## config.mk

```make
export PLATFORM = sky130hd
export DESIGN_NAME = flash_op_seq
export DESIGN_NICKNAME = d
export VERILOG_FILES = /design/src/rtl/flash_seq_pkg.sv /design/src/rtl/flash_seq_timer.sv /design/src/rtl/flash_seq_fsm.sv /design/src/rtl/flash_seq_regs.sv /design/src/rtl/flash_op_seq.sv
export SDC_FILE = /design/constraint.sdc
export NUM_CORES = 1
export LEC_CHECK = 0
export BUFFER_PORTS_ARGS = -buffer_cell sky130_fd_sc_hd__buf_2
export CAP_MARGIN = 20
export CORE_ASPECT_RATIO = 0.6
export CORE_MARGIN = 5
export CORE_UTILIZATION = 58
export CTS_BUF_LIST = sky130_fd_sc_hd__clkbuf_16
export CTS_CLUSTER_DIAMETER = 120
export DETAILED_ROUTE_END_ITERATION = 16
export GPL_TIMING_DRIVEN = 1
export MAX_ROUTING_LAYER = met4
export PLACE_DENSITY = 0.87
export SLEW_MARGIN = 20
export SYNTH_ARGS = -nofsm -noshare
export SYNTH_HDL_FRONTEND = slang
export SYNTH_SLANG_ARGS = --single-unit
```

## constraint.sdc

```tcl
create_clock -name clk -period 2.6 [get_ports clk]
set_clock_uncertainty 0.1 [all_clocks]
set_input_delay 0.39 -clock clk [delete_from_list [all_inputs] [get_ports clk]]
set_output_delay 0.39 -clock clk [all_outputs]
set_load 0.005 [all_outputs]
```

## src/rtl/flash_seq_pkg.sv

```systemverilog
package flash_seq_pkg;

   typedef enum logic [2:0] {
      PH_IDLE, PH_SETUP, PH_ACTIVE, PH_HOLD, PH_FIN
   } phase_t;

   typedef enum logic [2:0] {
      OP_NONE, OP_MASS, OP_PAGE, OP_PROG, OP_REF, OP_RECALL
   } op_t;

   // register byte offsets
   localparam int OFS_CTRL   = 'h00;
   localparam int OFS_TIMA   = 'h04;
   localparam int OFS_TIMB   = 'h08;
   localparam int OFS_TIMC   = 'h0C;
   localparam int OFS_ADDR   = 'h20;
   localparam int OFS_STATUS = 'h2C;

   // control word bit positions
   localparam int CB_SLEEP  = 0;
   localparam int CB_WPROT  = 1;
   localparam int CB_MASS   = 3;
   localparam int CB_PAGE   = 4;
   localparam int CB_PROG   = 5;
   localparam int CB_REF    = 6;
   localparam int CB_RECALL = 7;
   localparam int CB_AUTO   = 8;

   // widest phase count field
   localparam int CNT_W = 24;

   function automatic op_t pick_op(input logic [31:0] w);
      if (w[CB_MASS])        return OP_MASS;
      else if (w[CB_PAGE])   return OP_PAGE;
      else if (w[CB_PROG])   return OP_PROG;
      else if (w[CB_REF])    return OP_REF;
      else if (w[CB_RECALL]) return OP_RECALL;
      else                   return OP_NONE;
   endfunction

endpackage

```

## src/rtl/flash_seq_timer.sv

```systemverilog
module flash_seq_timer #(
   parameter int WIDTH = 24
) (
   input  logic             clk,
   input  logic             rst_n,
   input  logic             ld,
   input  logic [WIDTH-1:0] ld_val,
   output logic             zero
);
   logic [WIDTH-1:0] cnt_q;

   always_ff @(posedge clk or negedge rst_n) begin
      if (!rst_n)           cnt_q <= '0;
      else if (ld)          cnt_q <= ld_val;
      else if (cnt_q != '0) cnt_q <= cnt_q - 1'b1;
   end

   assign zero = (cnt_q == '0);
endmodule

```

## src/rtl/flash_seq_fsm.sv

```systemverilog
module flash_seq_fsm
   import flash_seq_pkg::*;
#(
   parameter int CW = CNT_W
) (
   input  logic          clk,
   input  logic          rst_n,
   input  logic          go,
   input  op_t           go_op,
   input  logic [3:0]    t_setup,
   input  logic [23:0]   t_erase,
   input  logic [15:0]   t_prog,
   input  logic [7:0]    t_rcl,
   input  logic [15:0]   t_nvh,
   input  logic          cnt_zero,
   output logic          ld,
   output logic [CW-1:0] ld_val,
   output phase_t        phase,
   output op_t           op
);
   phase_t ph_n;
   op_t    op_n;
   logic [CW-1:0] active_len;

   always_comb begin
      case (op)
         OP_MASS, OP_PAGE, OP_REF: active_len = CW'(t_erase);
         OP_PROG:                  active_len = CW'(t_prog);
         OP_RECALL:                active_len = CW'(t_rcl);
         default:                  active_len = '0;
      endcase
   end

   always_comb begin
      ph_n   = phase;
      op_n   = op;
      ld     = 1'b0;
      ld_val = '0;
      case (phase)
         PH_IDLE: if (go) begin
            ph_n   = PH_SETUP;
            op_n   = go_op;
            ld     = 1'b1;
            ld_val = CW'(t_setup);
         end
         PH_SETUP: if (cnt_zero) begin
            ph_n   = PH_ACTIVE;
            ld     = 1'b1;
            ld_val = active_len;
         end
         PH_ACTIVE: if (cnt_zero) begin
            ph_n   = PH_HOLD;
            ld     = 1'b1;
            ld_val = CW'(t_nvh);
         end
         PH_HOLD: if (cnt_zero) ph_n = PH_FIN;
         PH_FIN: begin
            ph_n = PH_IDLE;
            op_n = OP_NONE;
         end
         default: begin
            ph_n = PH_IDLE;
            op_n = OP_NONE;
         end
      endcase
   end

   always_ff @(posedge clk or negedge rst_n) begin
      if (!rst_n) begin
         phase <= PH_IDLE;
         op    <= OP_NONE;
      end else begin
         phase <= ph_n;
         op    <= op_n;
      end
   end
endmodule

```

## src/rtl/flash_seq_regs.sv

```systemverilog
module flash_seq_regs
   import flash_seq_pkg::*;
#(
   parameter int REG_AW    = 6,
   parameter int FLASH_AW  = 20,
   parameter bit RDATA_REG = 1'b0
) (
   input  logic                clk,
   input  logic                rst_n,
   input  logic                wr,
   input  logic [REG_AW-1:0]   addr,
   input  logic [31:0]         wdata,
   input  logic                busy,
   input  op_t                 run_op,
   output logic [31:0]         rdata,
   output logic                go,
   output op_t                 go_op,
   output logic [3:0]          t_setup,
   output logic [23:0]         t_erase,
   output logic [15:0]         t_prog,
   output logic [7:0]          t_rcl,
   output logic [15:0]         t_nvh,
   output logic [FLASH_AW-1:0] addr_q
);
   logic       sleep_q, wprot_q, auto_q;
   logic [5:0] wait_q;
   logic       sel_ctrl, sel_tima, sel_timb, sel_timc, sel_addr, sel_stat;
   logic [4:0] op_bits;
   logic [31:0] rd_mux;
   logic        unused_wdata;

   assign unused_wdata = ^wdata;

   assign sel_ctrl = (addr == REG_AW'(OFS_CTRL));
   assign sel_tima = (addr == REG_AW'(OFS_TIMA));
   assign sel_timb = (addr == REG_AW'(OFS_TIMB));
   assign sel_timc = (addr == REG_AW'(OFS_TIMC));
   assign sel_addr = (addr == REG_AW'(OFS_ADDR));
   assign sel_stat = (addr == REG_AW'(OFS_STATUS));

   assign go_op = pick_op(wdata);
   assign go    = wr && sel_ctrl && !busy && (go_op != OP_NONE);

   always_ff @(posedge clk or negedge rst_n) begin
      if (!rst_n) begin
         sleep_q <= 1'b0;
         wprot_q <= 1'b0;
         auto_q  <= 1'b0;
         wait_q  <= '0;
         t_nvh   <= '0;
         t_erase <= '0;
         t_prog  <= '0;
         t_rcl   <= '0;
         t_setup <= '0;
         addr_q  <= '0;
      end else if (wr) begin
         if (sel_ctrl && !busy) begin
            sleep_q <= wdata[CB_SLEEP];
            wprot_q <= wdata[CB_WPROT];
            auto_q  <= wdata[CB_AUTO];
         end
         if (sel_tima) begin
            wait_q <= wdata[5:0];
            t_nvh  <= wdata[31:16];
         end
         if (sel_timb) t_erase <= wdata[23:0];
         if (sel_timc) begin
            t_prog  <= wdata[15:0];
            t_rcl   <= wdata[23:16];
            t_setup <= wdata[27:24];
         end
         if (sel_addr) addr_q <= wdata[FLASH_AW-1:0];
      end
   end

   // running operation shown one-hot at its command bit position
   always_comb begin
      op_bits = '0;
      case (run_op)
         OP_MASS:   op_bits[CB_MASS-3]   = 1'b1;
         OP_PAGE:   op_bits[CB_PAGE-3]   = 1'b1;
         OP_PROG:   op_bits[CB_PROG-3]   = 1'b1;
         OP_REF:    op_bits[CB_REF-3]    = 1'b1;
         OP_RECALL: op_bits[CB_RECALL-3] = 1'b1;
         default:   op_bits = '0;
      endcase
   end

   always_comb begin
      rd_mux = '0;
      if (sel_ctrl) rd_mux = {23'd0, auto_q, op_bits, 1'b0, wprot_q, sleep_q};
      if (sel_tima) rd_mux = {t_nvh, 10'd0, wait_q};
      if (sel_timb) rd_mux = {8'd0, t_erase};
      if (sel_timc) rd_mux = {4'd0, t_setup, t_rcl, t_prog};
      if (sel_addr) rd_mux = 32'(addr_q);
      if (sel_stat) rd_mux = {31'd0, busy};
   end

   generate
      if (RDATA_REG) begin : g_rd_flop
         always_ff @(posedge clk or negedge rst_n) begin
            if (!rst_n) rdata <= '0;
            else        rdata <= rd_mux;
         end
      end else begin : g_rd_comb
         assign rdata = rd_mux;
      end
   endgenerate
endmodule

```

## src/rtl/flash_op_seq.sv

```systemverilog
module flash_op_seq
   import flash_seq_pkg::*;
#(
   parameter int REG_AW     = 6,
   parameter int FLASH_AW   = 20,
   parameter int PAGE_BYTES = 4096,
   parameter bit RDATA_REG  = 1'b0
) (
   input  logic                clk,
   input  logic                rst_n,
   input  logic                reg_wr,
   input  logic [REG_AW-1:0]   reg_addr,
   input  logic [31:0]         reg_wdata,
   output logic [31:0]         reg_rdata,
   output logic                busy,
   output logic                mac_erase,
   output logic                mac_erase_all,
   output logic                mac_erase_ref,
   output logic                mac_prog,
   output logic                mac_recall,
   output logic                mac_nvh,
   output logic [FLASH_AW-1:0] mac_addr
);
   localparam int PAGE_SHIFT = $clog2(PAGE_BYTES);
   localparam logic [FLASH_AW-1:0] PAGE_MASK = ~FLASH_AW'((1 << PAGE_SHIFT) - 1);

   generate
      if (REG_AW < 6) begin : g_bad_regaw
         $error("REG_AW must cover offset 0x2C");
      end
      if ((1 << PAGE_SHIFT) != PAGE_BYTES) begin : g_bad_page
         $error("PAGE_BYTES must be a power of two");
      end
      if (FLASH_AW <= PAGE_SHIFT || FLASH_AW > 32) begin : g_bad_aw
         $error("FLASH_AW must exceed the page offset and fit 32 bits");
      end
   endgenerate

   logic                go;
   op_t                 go_op, run_op;
   phase_t              phase;
   logic [3:0]          t_setup;
   logic [23:0]         t_erase;
   logic [15:0]         t_prog, t_nvh;
   logic [7:0]          t_rcl;
   logic [FLASH_AW-1:0] addr_q;
   logic                ld, cnt_zero, active, is_erase;
   logic [CNT_W-1:0]    ld_val;

   flash_seq_regs #(
      .REG_AW(REG_AW), .FLASH_AW(FLASH_AW), .RDATA_REG(RDATA_REG)
   ) u_regs (
      .clk(clk), .rst_n(rst_n), .wr(reg_wr), .addr(reg_addr), .wdata(reg_wdata),
      .busy(busy), .run_op(run_op), .rdata(reg_rdata), .go(go), .go_op(go_op),
      .t_setup(t_setup), .t_erase(t_erase), .t_prog(t_prog), .t_rcl(t_rcl),
      .t_nvh(t_nvh), .addr_q(addr_q)
   );

   flash_seq_fsm #(.CW(CNT_W)) u_fsm (
      .clk(clk), .rst_n(rst_n), .go(go), .go_op(go_op), .t_setup(t_setup),
      .t_erase(t_erase), .t_prog(t_prog), .t_rcl(t_rcl), .t_nvh(t_nvh),
      .cnt_zero(cnt_zero), .ld(ld), .ld_val(ld_val), .phase(phase), .op(run_op)
   );

   flash_seq_timer #(.WIDTH(CNT_W)) u_timer (
      .clk(clk), .rst_n(rst_n), .ld(ld), .ld_val(ld_val), .zero(cnt_zero)
   );

   assign busy     = (phase != PH_IDLE);
   assign active   = (phase == PH_ACTIVE);
   assign is_erase = (run_op == OP_MASS) || (run_op == OP_PAGE) || (run_op == OP_REF);

   assign mac_erase     = active && is_erase;
   assign mac_erase_all = active && (run_op == OP_MASS);
   assign mac_erase_ref = active && (run_op == OP_REF);
   assign mac_prog      = active && (run_op == OP_PROG);
   assign mac_recall    = active && (run_op == OP_RECALL);
   assign mac_nvh       = (phase == PH_HOLD);

   always_comb begin
      case (run_op)
         OP_PAGE: mac_addr = addr_q & PAGE_MASK;
         OP_PROG: mac_addr = addr_q;
         default: mac_addr = '0;
      endcase
   end
endmodule

```

---- After elaboration in Yosys (flattened, before gate mapping) ----
Index checks and enable logic that the tools add are counted.
word-level totals
  bits in latches ......................... 0
  memory bits (read-only) ................. 0
  bits in registers ....................... 127
  memory bits (writable) .................. 0
  memories ................................ 0
cells by class
  $add $sub $neg .......................... 1
  bitwise operators ....................... 1
  shifts and indexed selects .............. 0
  multipliers ............................. 0
  magnitude comparators ................... 0
  reduce and logical (&&, ||, !) cells .... 29
  div/mod/pow operators ................... 0
  equality and inequality tests ........... 17
  mux-type cells .......................... 34
operators by type and width
  operator                                            number
  two-way mux 32 bit                                  5
  case mux 24 bit (3 select lines)                    2
  two-way mux 24 bit                                  3
  case mux 20 bit (2 select lines)                    1
  two-way mux 3 bit                                   10
  logical NOT 24 bit                                  1
  nonzero test 24 bit                                 1
  subtractor 24 x 1 -> 24 bit, second input constant  1
  two-way mux 16 bit                                  1
  == test 3 x 2 -> 1 bit, second input constant       4
  == test 6 x 4 -> 1 bit, second input constant       2
  == test 6 bit, second input constant                2
  case mux 3 bit (4 select lines)                     1
  AND reduction 2 bit                                 6
  logical AND 1 bit                                   9
  two-way mux 9 bit                                   1
  two-way mux 1 bit                                   7
  == test 3 x 1 -> 1 bit, second input constant       2
  == test 3 bit, second input constant                2
  == test 6 x 3 -> 1 bit, second input constant       1
  logical NOT 6 bit                                   1
  != test 2 bit, second input constant                3
  case mux 3 bit (2 select lines)                     1
  nonzero test 3 bit                                  2
  11 further kinds                                    13

---- Logic depth before layout (Yosys ltp) ----
  word-level depth ........................ 10
  gate-level depth with buffers ........... 9

---- Hierarchy ----
A second synthesis with hierarchy kept.
second synthesis, totals
  cell total of the unflattened synthesis .. 699
  area total of the unflattened synthesis .. 7546.0 µm²
modules (own cells, without submodules)
  module           area an instance (µm²)  seq. area each (µm²)  cells an instance  instances
  flash_seq_regs   4585.6                  2427.3                359                1
  flash_seq_timer  1451.4                  600.6                 147                1
  flash_seq_fsm    1248.7                  150.1                 157                1
  flash_op_seq     260.2                   0.0                   36                 1

---- Worst setup path after synthesis ----
No wires, ideal clock.
  kind .................................... input port to output port
  from .................................... input port reg_addr[1]
  to ...................................... output port reg_rdata[18]
  arrival time ............................ 1.884 ns
  setup slack ............................. 0.226 ns
  stages on the path ...................... 6
  path through ............................ or4_1 -> buf_2 -> nor3_2 -> clkbuf_1 -> a222oi_1 -> nand2_1
on the way
  cells in the longest elaborated chain, start to end .. 6
  elaborated cells on any way between the ends .. 10
  classes of those cells .................. eq/ne (5); mux (5)
RTL lines
  element                 line                  text
  start: declaration      flash_op_seq.sv:12    input logic [REG_AW-1:0] reg_addr,
  == test 6 x 3 -> 1 bit  flash_seq_regs.sv:35  assign sel_tima = (addr == REG_AW'(OFS_TIMA));
  two-way mux 32 bit      flash_seq_regs.sv:92  if (sel_tima) rd_mux = {t_nvh, 10'd0, wait_q};
  two-way mux 32 bit      flash_seq_regs.sv:93  if (sel_timb) rd_mux = {8'd0, t_erase};
  two-way mux 32 bit      flash_seq_regs.sv:94  if (sel_timc) rd_mux = {4'd0, t_setup, t_rcl, t_prog};
  two-way mux 32 bit      flash_seq_regs.sv:95  if (sel_addr) rd_mux = 32'(addr_q);
  two-way mux 32 bit *    flash_seq_regs.sv:96  if (sel_stat) rd_mux = {31'd0, busy};
  end: declaration        flash_op_seq.sv:14    output logic [31:0] reg_rdata,
Every way passes the cells marked *; elsewhere a longest branch is shown, timed or not.

---- Worst setup path in the final report ----
  from .................................... register u_fsm.phase[2]
  to ...................................... output port mac_prog
on the way
  cells in the longest elaborated chain, start to end .. 2
RTL lines
  element                   line                 text
  start: declaration        flash_seq_fsm.sv:18  output phase_t phase,
  start signal: assignment  flash_seq_fsm.sv:73  phase <= ph_n;
  == test 3 x 2 -> 1 bit    flash_op_seq.sv:70   assign active = (phase == PH_ACTIVE);
  logical AND 1 bit         flash_op_seq.sv:76   assign mac_prog = active && (run_op == OP_PROG);
  end: declaration          flash_op_seq.sv:19   output logic mac_prog,
Every way passes these cells.

==> summary.txt <==
Final layout
  – Register area: 3180 um2
  – Nets: 829
  – Layout cells sized above 1: 0.403
  – Commonest cells after routing, fill and taps aside: 124 x dfrtp_1, 113 x mux2_2, 98 x buf_2, 50 x nand2_1, 50 x buf_4
  – Fin area: 8690 um2
  – Area occupied by multi-input gates: 3740 um2
  – Filler Cell Count: 815
  – Final Util: 0.720
  – P&R area growth vs syn: 21.7%
  – Commonest non-fill, non-tap cell in the layout: dfrtp_1
  – # diodes: 0
  – Final cell count without fillers: 964

Critical path
  – Buf/Inv on CP: 2
  – Flop2flop setup slack: 0.11 ns
  – CP arrival: 2.03 ns
  – Crit-path cells: buf_4, nor3b_2, and3_1, buf_2
  – Peak per-stage delay on the critical path: 0.67 ns
  – Instance count on the critical path: 4
  – Worst R2R Start: u_timer.cnt_q[6]$_DFFE_PN0P_
  – Reg-to-Reg End: u_timer.cnt_q[15]$_DFFE_PN0P_
  – Worst Reg2Reg Path Length in Cells: 6
  – CP top delay family: simple AND/OR/NAND/NOR gates
  – Worst Path Max Fanout: 10
  – Critical path type: reg2out
  – CP startpoint kind: register
  – Worst path slowest cell: nor3b_2
  – Critical path endpoint category: output pin
  – Data required, critical path: 2.11 ns
  – CP endpoint: mac_prog
  – Critical path launch point: u_fsm.phase[2]$_DFFE_PN0P_

Route
  – DR iter-0 viols: 927
  – DRC viols: 0
  – Antenna viol nets, final: 0
  – Vias/cell: 6.76
  – Final WL: 22400 um
  – First drt pass iteration count: 8
  – Vias post-DR: 6516
  – DR WL/cell: 23.2 um

Die
  – Die Span Y: 95.9 um
  – # IOs: 100
  – Core Area: 12100 um2
  – Row count: 31
  – DIE WIDTH: 153 um
  – Initial core utilization: 0.592
  – Die area: 14700 um2

Synth
  – Number of synthesized flops with an enable pin: 0
  – Synth area leaders: dfrtp_1 45%, mux2_2 18%, a222oi_1 2.9%, nand2_1 2.6%, a22o_1 2.1%
  – Synth Area per Inst: 10.8 um2
  – Post-synth top area share: 0.445
  – Dominant cell type by area after synthesis: dfrtp_1
  – Post-synth cell types: 63
  – Synth Warn #: 0
  – Register area share after synthesis: 0.445
  – Top FF cell, synth: dfrtp_1
  – Synth Register Bits: 127
  – Synthesized cell area: 7140 um2
  – Post-Syn Nets: 704
  – Asr flop ratio synth: 1.00
  – Cells after Synth: 661

STA
  – Post-layout min period: 2.52 ns
  – Max Fclk: 397 MHz
  – Worst Hold Slack: 0.107 ns
  – Setup ws final: 0.0789 ns
  – Worst slew pin tran: 0.793 ns
  – Max_slew headroom: 0.469
  – Final setup viols: 0
  – Fin crit share: 0.970
  – Final-report max-slew violation count: 0
  – Hold Vio Cnt, Final: 0
  – Setup tns final: 0 ns

Power and ir drop
  – Peak supply drop: 0.000466 V
  – PD cells: 736 nW/um2
  – Leakage: 4.21 nW
  – Total power: 6.40 mW

CTS
  – Num CTS Buffers: 17
  – Clock Latency Late Sink: 0.42 ns
  – CTS Buffer Depth: 2
  – H-tree depth: 4
  – Clock Root Buffer: clkbuf_16
  – CTS tree: done
  – CTS sink cnt: 127
  – Clock transition at path regs: 0.06 ns

Placement
  – Cell Area, Placed: 8050 um2
  – Port Buffer Count: 99
  – GP Congestion: 1.00
  – # placed instances: 929
  – Post-DP HPWL: 16000 um
  – Setup Slack @ Placement: -0.0460 ns

Flow run
  – Max-Cap Viols: 0

Global route
  – Vias in the first global route: 6267
  – All-layer global routing usage: 0.312
  – Largest net degree at the start of global routing: 51
  – Global-route wire length before repair: 34600 um
  – Grt total ovfl: 0
  – Initial antenna violation count: 0

Run status
  – Status: finished, final reports clean

Hold path
  – Path category of the worst min-delay check: in2reg
==> final cells by class <==
type,count,area share
well taps,165,0.0238
multi-input cells,473,0.431
repair buffers,151,0.105
flip-flops and latches,127,0.366
clock inverters,15,0.0180
inverters,16,0.00691
clock buffers,17,0.0490
==> cells in the mapped netlist, drive strengths merged, types with 8 or more instances <==
cell type	n
dfrtp	127
mux2i	8
nor3	15
a21oi	9
inv	16
and3	14
buf	16
clkbuf	29
nand2	50
and2	17
nor4	11
nor2	30
a22oi	19
a222oi	21
o21ai	35
mux2	113
a22o	17
==> worst register-to-register path: stages (launching register included) <==
cell,delay (ns)
dfrtp_1,0.43
nor4_1,0.28
buf_4,0.24
nand4_1,0.33
or3_1,0.48
o21ai_0,0.38
a21o_1,0.18
==> timing repair <==
item / 4_1_cts / 5_1_grt
buffers inserted: 0 / 2
hold buffers: 1 / 0
pin swaps: 0 / 0
gates resized for setup: 1 / 9
hold endpoints to repair: 25 / 0
setup endpoints to repair: 1 / 21
==> where the power goes <==
part           total [mW]  switching [mW]  internal (mW)
registers            2.72           0.410           2.31
logic                1.31           0.692          0.621
clock network        2.37           0.882           1.48
total                6.40            1.98           4.41
==> per-layer routing <==
metal	wire [um]	share of wire	track usage	up-vias
li1	-	-	-	2768
met1	9420	0.42	0.425	3249
met2	9930	0.44	0.454	441
met3	2600	0.12	0.100	58
met4	454	0.020	0.0897	0
met5	0	0	-	-
==> cells by family after synthesis <==
kind of cell,share of synthesized area
adder cells (fa/ha/maj),0.00351
multiplexers,0.202
buffers and inverters,0.0359
XOR/XNOR,0.0110
AND/OR/NAND/NOR,0.147
flip-flops,0.445
AO/OA/AOI/OAI,0.156
==> worst min path at each step <==
stage                        from                              to  slack, ns  depth (start not counted)
floorplan                   rst_n         u_fsm.op[0]$_DFFE_PN0P_     -0.006                          0
global placement            rst_n  u_regs.t_erase[18]$_DFFE_PN0P_       0.23                          1
detailed placement          rst_n  u_regs.t_erase[19]$_DFFE_PN0P_       0.24                          1
CTS                 reg_wdata[28]    u_regs.t_nvh[12]$_DFFE_PN0P_        0.1                          2
global route        reg_wdata[29]    u_regs.t_nvh[13]$_DFFE_PN0P_       0.10                          2
finish              reg_wdata[28]    u_regs.t_nvh[12]$_DFFE_PN0P_       0.11                          2
==> registers in the layout (all words and copies together) (netlist names) <==
signal / count
u_regs.sleep_q: 1
u_regs.wait_q: 6
u_regs.t_rcl: 8
u_regs.t_prog: 16
u_regs.addr_q: 20
u_regs.t_erase: 24
u_regs.auto_q: 1
u_regs.t_nvh: 16
u_fsm.op: 3
u_regs.wprot_q: 1
u_regs.t_setup: 4
u_timer.cnt_q: 24
u_fsm.phase: 3
(Power assumes the default switching activity.)
